==> config.mk <==
export PLATFORM = sky130hd
export DESIGN_NAME = cache_inval_seq
export DESIGN_NICKNAME = d
export VERILOG_FILES = /design/src/rtl/cinv_pkg.sv /design/src/rtl/cinv_ctl_regs.sv /design/src/rtl/cinv_walker.sv /design/src/rtl/cinv_tag_store.sv /design/src/rtl/cache_inval_seq.sv
export SDC_FILE = /design/constraint.sdc
export NUM_CORES = 2
export LEC_CHECK = 0
export BUFFER_PORTS_ARGS = -buffer_cell sky130_fd_sc_hd__buf_2
export CORE_UTILIZATION = 35
export CTS_CLUSTER_DIAMETER = 150
export DETAILED_ROUTE_END_ITERATION = 16
export PLACE_DENSITY = 0.57
export RECOVER_POWER = 25
export SLEW_MARGIN = 20
export SYNTH_ARGS = -nofsm -noshare
export SYNTH_HDL_FRONTEND = slang
export SYNTH_SLANG_ARGS = --single-unit
==> constraint.sdc <==
create_clock -name clk -period 14.6 [get_ports clk]
set_clock_uncertainty 0.2 [all_clocks]
set_input_delay 0.73 -clock clk [delete_from_list [all_inputs] [get_ports clk]]
set_output_delay 0.73 -clock clk [all_outputs]
set_load 0.005 [all_outputs]
==> src/rtl/cinv_pkg.sv <==
package cinv_pkg;
    localparam int CW_BITS = 4;
    localparam int BIT_CE  = 0;
    localparam int BIT_WM  = 1;
    localparam int BIT_INV = 2;
    localparam int BIT_ABT = 3;

    typedef enum logic [1:0] {
        WK_IDLE,
        WK_PREP,
        WK_WALK,
        WK_FINISH
    } wk_state_e;
endpackage

==> src/rtl/cinv_ctl_regs.sv <==
module cinv_ctl_regs
    import cinv_pkg::*;
(
    input  logic               clk,
    input  logic               rst_n,
    input  logic               wr,
    input  logic [CW_BITS-1:0] wdata,
    input  logic               abort,
    input  logic               busy,
    output logic               start,
    output logic               ce,
    output logic [CW_BITS-1:0] rdata
);
    logic wm_q, abt_q, ce_q;

    always_ff @(posedge clk or negedge rst_n) begin
        if (!rst_n) begin
            ce_q  <= 1'b0;
            wm_q  <= 1'b0;
            abt_q <= 1'b0;
        end else begin
            if (wr) begin
                ce_q <= wdata[BIT_CE];
                wm_q <= wdata[BIT_WM];
                if (!wdata[BIT_ABT]) abt_q <= 1'b0;
            end
            if (abort) abt_q <= 1'b1;
        end
    end

    always_comb begin
        start          = wr && wdata[BIT_INV] && !busy;
        ce             = ce_q;
        rdata          = '0;
        rdata[BIT_CE]  = ce_q;
        rdata[BIT_WM]  = wm_q;
        rdata[BIT_INV] = busy;
        rdata[BIT_ABT] = abt_q;
    end

    // the flag survives every edge that carries no clearing write
    assert_abt_sticky_R7: assert property (@(posedge clk) disable iff (!rst_n)
        abt_q && !(wr && !wdata[BIT_ABT]) |=> abt_q);
    // only an abort can raise the flag
    assert_abt_hw_only_R7: assert property (@(posedge clk) disable iff (!rst_n)
        !abt_q && !abort |=> !abt_q);
endmodule

==> src/rtl/cinv_walker.sv <==
module cinv_walker
    import cinv_pkg::*;
#(
    parameter int SETS = 32,
    parameter int WAYS = 4
) (
    input  logic                    clk,
    input  logic                    rst_n,
    input  logic                    start,
    input  logic                    irq,
    input  logic                    snp_hold,
    output logic                    busy,
    output logic                    abort,
    output logic                    wr_en,
    output logic [$clog2(SETS)-1:0] wr_set,
    output logic [$clog2(WAYS)-1:0] wr_way
);
    localparam int ENTRIES = SETS * WAYS;
    localparam int IDX_W   = $clog2(ENTRIES);
    localparam int WAY_W   = $clog2(WAYS);
    localparam logic [IDX_W-1:0] LAST = IDX_W'(ENTRIES - 1);

    wk_state_e        st, st_nxt;
    logic [IDX_W-1:0] idx, idx_nxt;

    always_ff @(posedge clk or negedge rst_n) begin
        if (!rst_n) begin
            st  <= WK_IDLE;
            idx <= '0;
        end else begin
            st  <= st_nxt;
            idx <= idx_nxt;
        end
    end

    always_comb begin
        st_nxt  = st;
        idx_nxt = idx;
        unique case (st)
            WK_IDLE:   if (start) st_nxt = WK_PREP;
            WK_PREP: begin
                st_nxt  = WK_WALK;
                idx_nxt = '0;
            end
            WK_WALK: begin
                if (!snp_hold) begin
                    idx_nxt = idx + IDX_W'(1);
                    if (idx == LAST) st_nxt = WK_FINISH;
                end
            end
            WK_FINISH: st_nxt = WK_IDLE;
            default:   st_nxt = WK_IDLE;
        endcase
        if (st != WK_IDLE && irq) st_nxt = WK_IDLE;
    end

    always_comb begin
        busy   = (st != WK_IDLE);
        abort  = busy && irq;
        wr_en  = (st == WK_WALK) && !snp_hold && !irq;
        wr_set = idx[IDX_W-1:WAY_W];
        wr_way = idx[WAY_W-1:0];
    end

    // an interrupt request ends any running walk on the next edge
    assert_abort_ends_R6: assert property (@(posedge clk) disable iff (!rst_n)
        busy && irq |=> !busy);
    // a snoop cycle never carries a walker write
    assert_snoop_first_R5: assert property (@(posedge clk) disable iff (!rst_n)
        wr_en |-> !snp_hold);
    // back-to-back writes visit consecutive entries
    assert_walk_step_R3: assert property (@(posedge clk) disable iff (!rst_n)
        wr_en && $past(wr_en) |-> idx == IDX_W'($past(idx) + IDX_W'(1)));
endmodule

==> src/rtl/cinv_tag_store.sv <==
module cinv_tag_store #(
    parameter int SETS  = 32,
    parameter int WAYS  = 4,
    parameter int TAG_W = 8
) (
    input  logic                          clk,
    input  logic                          rst_n,
    input  logic                          wk_we,
    input  logic [$clog2(SETS)-1:0]       wk_set,
    input  logic [$clog2(WAYS)-1:0]       wk_way,
    input  logic                          ins_we,
    input  logic [$clog2(SETS)-1:0]       ins_set,
    input  logic [$clog2(WAYS)-1:0]       ins_way,
    input  logic [TAG_W-1:0]              ins_tag,
    input  logic                          ins_lock,
    input  logic                          ins_par,
    input  logic [1:0][$clog2(SETS)-1:0]  lk_set,
    input  logic [1:0][TAG_W-1:0]         lk_tag,
    output logic [1:0]                    lk_hit,
    output logic [1:0]                    lk_lock,
    output logic [1:0]                    lk_perr
);
    logic [TAG_W-1:0] tag_q [SETS][WAYS];
    logic             vld_q [SETS][WAYS];
    logic             lck_q [SETS][WAYS];
    logic             par_q [SETS][WAYS];

    always_ff @(posedge clk) begin
        if (wk_we) begin
            vld_q[wk_set][wk_way] <= 1'b0;
            lck_q[wk_set][wk_way] <= 1'b0;
            par_q[wk_set][wk_way] <= ^tag_q[wk_set][wk_way];
        end else if (ins_we) begin
            tag_q[ins_set][ins_way] <= ins_tag;
            vld_q[ins_set][ins_way] <= 1'b1;
            lck_q[ins_set][ins_way] <= ins_lock;
            par_q[ins_set][ins_way] <= ins_par;
        end
    end

    for (genvar p = 0; p < 2; p++) begin : g_port
        logic h, l, e;
        always_comb begin
            h = 1'b0;
            l = 1'b0;
            e = 1'b0;
            for (int w = 0; w < WAYS; w++) begin
                if (vld_q[lk_set[p]][w] && tag_q[lk_set[p]][w] == lk_tag[p]) begin
                    h = 1'b1;
                    l = l | lck_q[lk_set[p]][w];
                end
                if (par_q[lk_set[p]][w] != ^tag_q[lk_set[p]][w]) e = 1'b1;
            end
        end
        assign lk_hit[p]  = h;
        assign lk_lock[p] = l;
        assign lk_perr[p] = e;
    end

    // the walker and an install never write in the same cycle
    assert_one_writer_R4: assert property (@(posedge clk) disable iff (!rst_n)
        !(wk_we && ins_we));
endmodule

==> src/rtl/cache_inval_seq.sv <==
module cache_inval_seq
    import cinv_pkg::*;
#(
    parameter int SETS  = 32,
    parameter int WAYS  = 4,
    parameter int TAG_W = 8
) (
    input  logic                    clk,
    input  logic                    rst_n,
    input  logic                    csr_wr,
    input  logic [3:0]              csr_wdata,
    output logic [3:0]              csr_rdata,
    input  logic                    irq_req,
    input  logic                    req_valid,
    input  logic [$clog2(SETS)-1:0] req_set,
    input  logic [TAG_W-1:0]        req_tag,
    output logic                    req_stall,
    output logic                    req_hit,
    input  logic                    ins_valid,
    input  logic [$clog2(SETS)-1:0] ins_set,
    input  logic [$clog2(WAYS)-1:0] ins_way,
    input  logic [TAG_W-1:0]        ins_tag,
    input  logic                    ins_lock,
    input  logic                    ins_par,
    input  logic                    snp_valid,
    input  logic [$clog2(SETS)-1:0] snp_set,
    input  logic [TAG_W-1:0]        snp_tag,
    output logic                    snp_hit,
    output logic                    snp_lock,
    output logic                    snp_perr
);
    localparam int SET_W = $clog2(SETS);
    localparam int WAY_W = $clog2(WAYS);

    logic             start, busy, abort, ce;
    logic             wk_we;
    logic [SET_W-1:0] wk_set;
    logic [WAY_W-1:0] wk_way;
    logic             ins_we;
    logic [1:0][SET_W-1:0] lk_set;
    logic [1:0][TAG_W-1:0] lk_tag;
    logic [1:0]       lk_hit, lk_lock, lk_perr;

    cinv_ctl_regs u_regs (
        .clk   (clk),
        .rst_n (rst_n),
        .wr    (csr_wr),
        .wdata (csr_wdata),
        .abort (abort),
        .busy  (busy),
        .start (start),
        .ce    (ce),
        .rdata (csr_rdata)
    );

    cinv_walker #(.SETS(SETS), .WAYS(WAYS)) u_walk (
        .clk      (clk),
        .rst_n    (rst_n),
        .start    (start),
        .irq      (irq_req),
        .snp_hold (snp_valid),
        .busy     (busy),
        .abort    (abort),
        .wr_en    (wk_we),
        .wr_set   (wk_set),
        .wr_way   (wk_way)
    );

    assign ins_we = ins_valid && !busy;
    assign lk_set = {snp_set, req_set};
    assign lk_tag = {snp_tag, req_tag};

    cinv_tag_store #(.SETS(SETS), .WAYS(WAYS), .TAG_W(TAG_W)) u_tags (
        .clk      (clk),
        .rst_n    (rst_n),
        .wk_we    (wk_we),
        .wk_set   (wk_set),
        .wk_way   (wk_way),
        .ins_we   (ins_we),
        .ins_set  (ins_set),
        .ins_way  (ins_way),
        .ins_tag  (ins_tag),
        .ins_lock (ins_lock),
        .ins_par  (ins_par),
        .lk_set   (lk_set),
        .lk_tag   (lk_tag),
        .lk_hit   (lk_hit),
        .lk_lock  (lk_lock),
        .lk_perr  (lk_perr)
    );

    always_comb begin
        req_stall = req_valid && busy;
        req_hit   = req_valid && !busy && ce && lk_hit[0];
        snp_hit   = snp_valid && lk_hit[1];
        snp_lock  = snp_valid && lk_lock[1];
        snp_perr  = snp_valid && lk_perr[1];
    end

    // an accepted start makes the block busy on the next edge
    assert_start_busy_R2: assert property (@(posedge clk) disable iff (!rst_n)
        csr_wr && csr_wdata[BIT_INV] && !csr_rdata[BIT_INV] |=> csr_rdata[BIT_INV]);
endmodule

==> flow_metrics.tcl <==
set metrics [dict create \
    grt_pass1_wl_mm 388.4 \
    synth_cells 4136 \
    drive_gt1_share_pct 32.88 \
    critical-path-top-delay-family "buffers and inverters" \
    postCtsSetupRepairBufs 0 \
    cts_buffers 154 \
    num_rows 169 \
    clk_path_buf_depth 3 \
    synth_edf_count 1408 \
    peakVddDrop_v 0.0003739 \
    critPathMaxStageDelay_ns 0.77 \
    fmax_ghz 0.1314 \
    setup_violations 0 \
    route.detailed.drc 0 \
    hp-start "irq_req" \
    start_kind "input pin" \
    grt_pass1_vias 45708 \
    min_period_ns 7.611 \
    post-route-util_pct 39.21 \
    min_to "u_walk.st[1]" \
    synth_nets 4197 \
    routed_wl_mm 286.5 \
    grt_use_total_pct 26.17 \
    p_leak_nw 25.35 \
    area_growth_pct 11.21 \
    antenna_found_initial 27 \
    rsz0062_at_grt "false" \
    syn-cell-area_mm2 0.07493 \
    seq_area_mm2 0.04259 \
    slew_viol_final 983 \
    dr.pass1.iters 9 \
    synth.distinct_cells 83 \
    tightest_slew_ns 4.561 \
    die_area_mm2 0.2159 \
    viasPerCell 6.649 \
    r2r-end "u_tags.par_q[17][2]" \
    violations "max-capacitance violations, max-slew violations" \
    ys_seq_area_share_pct 56.83 \
    multi_input_area_mm2 0.03038 \
    routabilityCongestion 1.000 \
    reg2reg_depth 13 \
    initialDrtViolationCount 8430 \
    nets 4250 \
    htreeDepth 4 \
    grt_overflow 0 \
    fin_setup_tns_ns 0 \
    slowest_stage "buf_4" \
    hold_class "input pin to register" \
    cellPowerDensity_mw_per_mm2 126.7 \
    slew_headroom_pct -204.1 \
    crit_path_cell_trace "buf_8 -> buf_4 -> buf_12 -> mux4_2 -> mux4_2 -> mux2i_1 -> xor2_1 -> nand3_1 -> nor4_1 -> a31oi_1 -> a21oi_1 -> buf_2" \
    coreArea_mm2 0.2125 \
    status "finished, violations left" \
    min_path_cells 4 \
    clock_latency_ns 0.83 \
    async_flop_share_pct 0.8451 \
    crit_path_end_kind "output pin" \
    cp_max_fo 84 \
    postRouteAntennaNets 0 \
    io_buffers 62 \
    die_w_um 464.7 \
    cts_root_buf "clkbuf_16" \
    maxCapViolations 15 \
    wire_per_inst_um 40.12 \
    worstSetupStartpoint "req_set[0]" \
    r2r_slack_ns 7.50 \
    worstSetupPathType "input pin to output pin" \
    ys_warn_count 0 \
    path_clk_slew_ns 0.06 \
    fill_cells 19114 \
    path_buf_inv 4 \
    grt_max_degree 102 \
    ys_ff_latch 1420 \
    ys_dominant_reg_cell "edfxtp_1" \
    vias 47486 \
    hold_viol 0 \
    crit_top_cell "mux4_2" \
    period_share_pct 52.13 \
    r2r-start "u_walk.idx[3]" \
    die_h_um 464.7 \
    cp.required_ns 13.67 \
    ioPinCount 63 \
    synth_area_per_cell_um2 18.12 \
    place_hpwl_mm 187.5 \
    initial_core_util_pct 35.26 \
    arrival_ns 6.68 \
    cts_tree "done" \
    cts_sinks 1420 \
]
-- timing repair --
action                     CTS  global route
setup endpoints to repair    0             0
hold endpoints to repair    15             0
gates resized for setup      0             0
hold buffers                 8             0
-- area by class of cell --
type	count	share of cell area [%]
Tap cell	2821	4.236
Clock inverter	84	1.032
Inverter	18	0.08709
Multi-Input combinational cell	2357	36.46
Sequential cell	1420	51.11
Timing Repair Buffer	238	2.117
Clock buffer	189	4.909
Antenna cell	15	0.04505
-- layout by cell type (no fill, tap or decap), types with 15 or more instances in the layout --
| master | n |
|---|---|
| buf_2 | 44 |
| edfxtp_1 | 1408 |
| and2_1 | 15 |
| a22oi_1 | 60 |
| clkinv_2 | 27 |
| mux4_2 | 848 |
| a221oi_1 | 28 |
| o21ai_0 | 33 |
| a21oi_1 | 34 |
| nor3_1 | 24 |
| buf_4 | 156 |
| mux2i_1 | 281 |
| nor2_2 | 60 |
| nor2b_1 | 16 |
| o22ai_1 | 70 |
| nand2_1 | 184 |
| nor2_1 | 255 |
| mux2_2 | 21 |
| xor2_1 | 42 |
| clkbuf_1 | 45 |
| mux4_1 | 49 |
| nand3_1 | 54 |
| clkbuf_16 | 158 |
| xnor2_1 | 54 |
| diode_2 | 15 |
| clkinv_1 | 33 |
-- where the power goes --
| part | total (mW) | internal, mW | switching (mW) |
|---|---|---|---|
| Combinational | 1.64 | 0.468 | 1.17 |
| Clock | 3.92 | 2.23 | 1.70 |
| Sequential | 4.99 | 4.98 | 0.0130 |
| Total | 10.6 | 7.67 | 2.88 |
-- state kept, by name, indices dropped and copies added (netlist names) --
register      cells
u_tags.vld_q    128
u_tags.tag_q   1024
u_tags.lck_q    128
u_regs.wm_q       1
u_regs.ce         1
u_tags.par_q    128
u_regs.abt_q      1
u_walk.idx        7
u_walk.st         2
-- kinds of logic (layout without fill, tap and decap cells) --
kind of cell	Yosys count	count (layout)	synth area share [%]
AOI/OAI and AO/OA	342	342	3.261
buffers and inverters	359	529	2.962
muxes	1201	1201	31.31
adders and majority gates	7	7	0.1169
other	0	15	0
xor gates and xnor gates	103	103	1.334
DFF	1420	1420	56.83
and+or+nand+nor	704	704	4.185
-- per-layer routing --
| metal | part of all wire [%] | vias to the layer above | GRT usage (%) |
|---|---|---|---|
| met4 | 6.1 | 16 | 14.13 |
| met2 | 44 | 3639 | 38.69 |
| li1 | - | 17711 | - |
| met1 | 37 | 25357 | 34.32 |
| met3 | 12 | 763 | 8.130 |
| met5 | 0.038 | - | 0.08913 |
-- synth_stat cells, drive strengths merged (5+ instances only) --
master / n / area (um^2)
and3: 7 / 43.79
a21oi: 34 / 170.2
a311oi: 6 / 52.55
nand4: 13 / 81.33
ha: 7 / 87.58
a22oi: 60 / 450.4
o211ai: 9 / 72.57
o21ai: 36 / 180.2
a211oi: 10 / 80.07
a22o: 12 / 105.1
mux2: 22 / 251.5
nand3: 55 / 275.3
nor2: 315 / 1185
edfxtp: 1408 / 42280
o31ai: 6 / 45.04
o22a: 10 / 87.58
a21boi: 5 / 37.54
a32oi: 8 / 70.07
a2111oi: 5 / 50.04
dfrtp: 12 / 300.3
nand2: 187 / 701.9
a31oi: 10 / 62.56
nand3b: 9 / 67.56
mux4: 897 / 20390
mux2i: 282 / 2826
nor3: 24 / 120.1
and2: 17 / 107.6
o22ai: 70 / 437.9
buf: 215 / 1539
clkbuf: 126 / 613.1
nor4: 21 / 150.2
o2111ai: 9 / 78.83
a221oi: 28 / 245.2
xor2: 42 / 367.9
nand2b: 11 / 68.82
xnor3: 7 / 158.9
inv: 13 / 48.80
nor2b: 24 / 152.6
xnor2: 54 / 473.0
clkinv: 5 / 18.77
o221ai: 5 / 43.79
-- worst register-to-register path, cell delays in order, from the launching register on --
cell and delay, ns:
dfrtp_4 0.80, buf_4 0.64, buf_4 0.86, mux2i_1 0.36
a22oi_1 0.24, o2111ai_1 0.13, nor3_1 0.84, buf_4 0.25
nor4_2 0.04, xnor2_1 0.20, xnor3_2 0.53, xnor3_1 0.35
mux2_4 0.46, buf_4 0.71
-- through the flow --
stage               setup WS [ns]  instance area, um^2  std cells  total power, mW  hold WS [ns]
floorplan                   9.612                74930       4136            6.008        0.2344
global placement            7.169                78230       6843            6.640        0.2886
detailed placement          7.185                78280       6845            6.678        0.2853
CTS                         7.161                83310       7126            10.55       0.03352
global route                6.970                83310       7137            10.79        0.1207
finish                      6.989                83330       7142            10.55       0.08201
-- worst max path at each step --
| stage | depth (start not counted) | slack (ns) | end |
|---|---|---|---|
| detailed placement | 12 | 7.19 | req_hit |
| global placement | 12 | 7.17 | req_hit |
| global route | 12 | 6.97 | req_hit |
| finish | 12 | 6.99 | req_hit |
| CTS | 12 | 7.16 | req_hit |
| floorplan | 8 | 9.61 | u_tags.lck_q[0][0] |
No activity file was read; power rests on OpenSTA's default activity.
